$ cat config.mk
export PLATFORM = sky130hd
export DESIGN_NAME = sbus_datapath
export DESIGN_NICKNAME = d
export VERILOG_FILES = /design/src/rtl/sbus_datapath.sv
export SDC_FILE = /design/constraint.sdc
export NUM_CORES = 1
export LEC_CHECK = 0
export ABC_AREA = 1
export BUFFER_PORTS_ARGS = -buffer_cell sky130_fd_sc_hd__buf_2
export CORE_ASPECT_RATIO = 1.5
export CORE_MARGIN = 10
export CORE_UTILIZATION = 30
export DETAILED_ROUTE_END_ITERATION = 8
export PLACE_DENSITY_LB_ADDON = 0.08
export SETUP_SLACK_MARGIN = 0.15
export SKIP_LAST_GASP = 1
export SLEW_MARGIN = 20
export SYNTH_ARGS = -nofsm -noshare
export SYNTH_HDL_FRONTEND = slang
export SYNTH_SLANG_ARGS = --single-unit
$ cat constraint.sdc
create_clock -name clk -period 4.5 [get_ports clk]
set_input_delay 0.675 -clock clk [delete_from_list [all_inputs] [get_ports clk]]
set_output_delay 0.675 -clock clk [all_outputs]
set_load 0.02 [all_outputs]
$ cat src/rtl/sbus_datapath.sv
module sbus_datapath #(
  parameter int W    = 32,
  parameter int NREG = 8
) (
  input  logic            clk,
  input  logic            rst,
  input  logic [NREG-1:0] gpr_ld,
  input  logic [NREG-1:0] gpr_oe,
  input  logic            pc_ld,
  input  logic            pc_oe,
  input  logic            ir_ld,
  input  logic            ir_oe,
  input  logic            tmp_ld,
  input  logic            tmp_oe,
  input  logic            y_ld,
  input  logic            y_oe,
  input  logic            z_ld,
  input  logic            z_oe,
  input  logic            mar_ld,
  input  logic            mdr_ld_bus,
  input  logic            mdr_ld_mem,
  input  logic            mdr_oe,
  input  logic            mdr_wr_oe,
  input  logic            alu_a_four,
  input  logic [1:0]      alu_op,
  input  logic            alu_cin,
  input  logic [W-1:0]    mem_rdata,
  output logic [W-1:0]    mem_addr,
  output logic [W-1:0]    mem_wdata,
  output logic [W-1:0]    bus,
  output logic            bus_conflict
);

  localparam int          NSRC = NREG + 6;
  localparam logic [W-1:0] STEP = W'(4);

  logic [W-1:0]    gpr [NREG];
  logic [W-1:0]    pc, ir, tmp, y, z, mar, mdr;
  logic [W-1:0]    src [NSRC];
  logic [NSRC-1:0] oe;
  logic [W-1:0]    alu_a, alu_y;

  for (genvar g = 0; g < NREG; g++) begin : g_gpr
    always_ff @(posedge clk) begin
      if (rst)            gpr[g] <= '0;
      else if (gpr_ld[g]) gpr[g] <= bus;
    end
    assign src[g] = gpr[g];
    assign oe[g]  = gpr_oe[g];
  end

  assign src[NREG]   = pc;   assign oe[NREG]   = pc_oe;
  assign src[NREG+1] = ir;   assign oe[NREG+1] = ir_oe;
  assign src[NREG+2] = tmp;  assign oe[NREG+2] = tmp_oe;
  assign src[NREG+3] = y;    assign oe[NREG+3] = y_oe;
  assign src[NREG+4] = z;    assign oe[NREG+4] = z_oe;
  assign src[NREG+5] = mdr;  assign oe[NREG+5] = mdr_oe;

  always_comb begin
    bus = '0;
    for (int i = 0; i < NSRC; i++)
      if (oe[i]) bus = bus | src[i];
  end

  assign bus_conflict = ($countones(oe) > 1);

  assign alu_a = alu_a_four ? STEP : y;

  always_comb begin
    case (alu_op)
      2'b00:   alu_y = alu_a + bus + W'(alu_cin);
      2'b01:   alu_y = alu_a + ~bus + W'(alu_cin);
      2'b10:   alu_y = alu_a ^ bus;
      default: alu_y = bus;
    endcase
  end

  always_ff @(posedge clk) begin
    if (rst) begin
      pc  <= '0;
      ir  <= '0;
      tmp <= '0;
      y   <= '0;
      z   <= '0;
      mar <= '0;
      mdr <= '0;
    end else begin
      if (pc_ld)           pc  <= bus;
      if (ir_ld)           ir  <= bus;
      if (tmp_ld)          tmp <= bus;
      if (y_ld)            y   <= bus;
      if (z_ld)            z   <= alu_y;
      if (mar_ld)          mar <= bus;
      if (mdr_ld_mem)      mdr <= mem_rdata;
      else if (mdr_ld_bus) mdr <= bus;
    end
  end

  assign mem_addr  = mar;
  assign mem_wdata = mdr_wr_oe ? mdr : '0;

  a_r1_pc_load: assert property (@(posedge clk) disable iff (rst)
    (!rst && pc_ld) |=> pc == $past(bus));
  a_r1_gpr0_load: assert property (@(posedge clk) disable iff (rst)
    (!rst && gpr_ld[0]) |=> gpr[0] == $past(bus));
  a_r2_ir_hold: assert property (@(posedge clk) disable iff (rst)
    (!rst && !ir_ld) |=> $stable(ir));
  a_r8_z_hold: assert property (@(posedge clk) disable iff (rst)
    (!rst && !z_ld) |=> $stable(z));
  a_r8_z_pass: assert property (@(posedge clk) disable iff (rst)
    (!rst && z_ld && alu_op == 2'b11) |=> z == $past(bus));
  a_r4_z_drive: assert property (@(posedge clk) disable iff (rst)
    (z_oe && !bus_conflict) |-> bus == z);
  a_r9_mem_first: assert property (@(posedge clk) disable iff (rst)
    (!rst && mdr_ld_mem) |=> mdr == $past(mem_rdata));
  a_r11_addr: assert property (@(posedge clk) disable iff (rst)
    (!rst && mar_ld) |=> mem_addr == $past(bus));
  a_r5_clash: assert property (@(posedge clk) disable iff (rst)
    (pc_oe && mdr_oe) |-> bus_conflict);

endmodule

==> results.yml <==
floorplan:
  core-area_sq_mm: 0.0851
  die_y_microns: 378
  die_area_sq_mm: 0.0980
  rows: 131
  die_x_microns: 259
  start_util_pct: 30.2
  io-pin-count: 166
finish:
  drive_gt1_share_pct: 15.3
  layout_common_cells: "nand2_1, nor2_1, inv_1"
  layout.cells.non_filler: 4715
  fillers: 9023
  fin_nets: 3693
  final_common_cell: "nand2_1"
  synthToLayoutAreaGrowth_pct: 18.4
worst_setup_path:
  worstSetupStartpointType: "input pin"
  crit_cells: 12
  r2r_setup_slack_ns: 0.77
  cp_common_cell: "fa_1"
  path_cells: "buf_12 > inv_4 > fa_1 > fa_1 > fa_1 > fa_1 > inv_1 > ha_2 > fa_2 > a211oi_2 > o21ai_2 > buf_6"
  crit_slowest_cell: "fa_1"
  reg2regPathDepth: 21
  r2r_end: "z[15]"
  critPathLaunch: "gpr_oe[5]"
  crit_type: "in -> out"
  critical_path.endpoint: "bus_conflict"
  critPathTopFamily: "adder cells"
  crit_fanout: 2
  r2r-start: "mdr[5]"
  crit_arrival_ns: 3.83
  cp_slowest_stage_delay_ns: 0.53
  crit_buf_inv: 4
  worstPathRequired_ns: 3.83
  crit_path_end_kind: "output pin"
sta:
  fin_crit_ns: 4.51
  slew_viol_final: 0
  rsz0062_at_grt: "yes"
  setup_ws_ns: -0.00799
  fmax_mhz: 222
  setup_viol: 1
  period_share_pct: 100
  worst_slew_pin_slew_ns: 1.14
  fin_skew_ns: 0.0203
  max_slew_margin_pct: 23.6
  setup_tns_ns: -0.00799
  hold_viol_final: 0
pwr:
  vdd.ir_drop.worst_uv: 268
  power.density_mw_per_mm2: 415
  power.leakage_uw: 0.0140
  finalPower_uw: 12600
placement:
  dpl_worst_slack_ns: -0.180
  port_buffers: 165
  dpl.hpwl_microns: 82500
  dpl.cell_count: 4623
  globalplace.congestion: 0.915
routing:
  dr.pass1.iters: 5
  drcViolationCount: 0
  wl_per_cell_microns: 24.4
  routed-via-count: 23700
  drt-initial-drc-count: 2070
  antenna_left: 0
  wl_microns: 115000
  viasPerCell: 5.03
synthesis:
  synth-seq-cells: 480
  synth_area_leaders: "edfxtp_1, dfxtp_1, nand2_1"
  async_flop_share_pct: 0
  ys_seq_area_share_pct: 47.4
  synth_nets: 3467
  syn_area_per_cell_sq_um: 7.74
  syn-cell-area_sq_mm: 0.0257
  ys_dominant_reg_cell: "edfxtp_1"
  yosysTopAreaCell: "edfxtp_1"
  synth-edff-count: 256
  yosys_warnings: 0
  netlist_instances: 3320
  ys_types: 44
  yosysTopAreaCellShare_pct: 29.9
global_routing:
  grt_max_degree: 112
  antenna_found_initial: 1
  grt_pass1_vias: 23600
  grt_overflow: 0
  grt_pass1_wl_microns: 167000
  track_usage_pct: 23.0
cts:
  cts_buffer_depth: 3
  path_clk_slew_ns: 0.07
  clock-sinks: 480
  htreeDepth: 2
  clk_latency_ns: 0.63
  tritoncts.num_buffers: 50
  cts-root-buf: "clkbuf_16"
  cts_hold_buf: 0
  cts_tree: "built"
worst_hold_path:
  min-delay-path-class: "in -> reg"
outcome:
  status: "finished with violations"
  violations: "setup timing"
flow_run:
  cap_violations: 0
through the flow:
step | hold WS (ns) | util, % | cell area, sq um
floorplan | 0.445 | - | 25700
global placement | 0.456 | 33.8 | 28700
detailed placement | 0.460 | 33.8 | 28700
CTS | 0.303 | 35.7 | 30400
global route | 0.316 | 35.7 | 30400
finish | 0.339 | 35.7 | 30400
how the worst min path moves through the flow:
stage | to | cells past startpoint | start
finish | mdr[14] | 3 | mem_rdata[14]
global route | mdr[12] | 3 | mem_rdata[12]
CTS | mdr[12] | 3 | mem_rdata[12]
detailed placement | z[14] | 2 | z[14]
global placement | z[13] | 2 | z[13]
floorplan | z[11] | 2 | z[11]
sequential cells by signal, summed over array words and instances (netlist names):
register  count
z            32
gpr         256
mdr          32
y            32
ir           32
pc           32
tmp          32
mem_addr     32
logic make-up (layout without fill, tap and decap cells):
kind of cell | after synthesis | after routing | synth area share, %
simple gates | 1530 | 1530 | 24.3
compound gates | 662 | 662 | 14.6
other cells | 0 | 1 | 0
fa+ha+maj | 78 | 78 | 4.18
flops | 480 | 480 | 47.4
buf+inv | 562 | 826 | 9.24
xor+xnor | 8 | 8 | 0.273
power breakdown:
part,internal [uW],total (uW),switching [uW]
sequential,5050,5220,168
combinational,1040,3200,2160
clock,2300,4210,1910
total,8390,12600,4230
synth_stat cells, types with 4 or more instances:
cell / count
fa_1: 13
edfxtp_1: 256
a22o_1: 22
inv_1: 334
clkbuf_1: 119
dfxtp_1: 224
inv_2: 8
ha_1: 65
nand3_2: 9
a22oi_1: 20
nor2_2: 26
a211oi_1: 6
a221oi_1: 51
buf_6: 12
or2_2: 9
nor2_4: 7
nor2_1: 393
clkbuf_2: 4
nand3_1: 120
nand2_2: 9
a21oi_1: 298
a31oi_1: 14
o21bai_1: 12
o21ai_0: 223
nand4_1: 28
o21ai_1: 5
xor2_1: 8
nor3_1: 18
buf_1: 8
nand2_1: 900
buf_4: 29
buf_2: 47
area by class of cell:
cell class / count / area [sq um] / share of cell area (%)
clock inverter: 16 / 160 / 0.527
timing repair buffer: 393 / 2750 / 9.04
multi-input combinational: 2278 / 11200 / 36.7
sequential: 480 / 12200 / 40.0
inverter: 343 / 1290 / 4.25
antenna: 1 / 2.50 / 0.00823
clock buffer: 74 / 1450 / 4.78
tap: 1130 / 1410 / 4.65
layer usage:
layer	vias up	wire (microns)	track usage (%)
met3	129	4640	2.20
li1	11300	-	-
met2	598	56800	40.1
met1	11700	50800	29.7
met5	-	0	0
met4	0	3050	6.44
worst reg2reg max path, delay by kind of cell (launching register included):
kind,cells,cell delay (ns)
xor gates and xnor gates,1,0.13
DFF,1,0.35
buffers and inverters,4,0.58
and+or+nand+nor,13,1.50
AOI/OAI and AO/OA,2,0.72
adders and majority gates,1,0.32
timing repair:
| item | 4_1_cts | 5_1_grt |
|---|---|---|
| setup endpoints to repair | 1 | 1 |
| pin swaps | 7 | 1 |
| setup buffers | 1 | 0 |
| gates resized for setup | 17 | 0 |
Note: power is estimated with default switching activity, not from simulation.
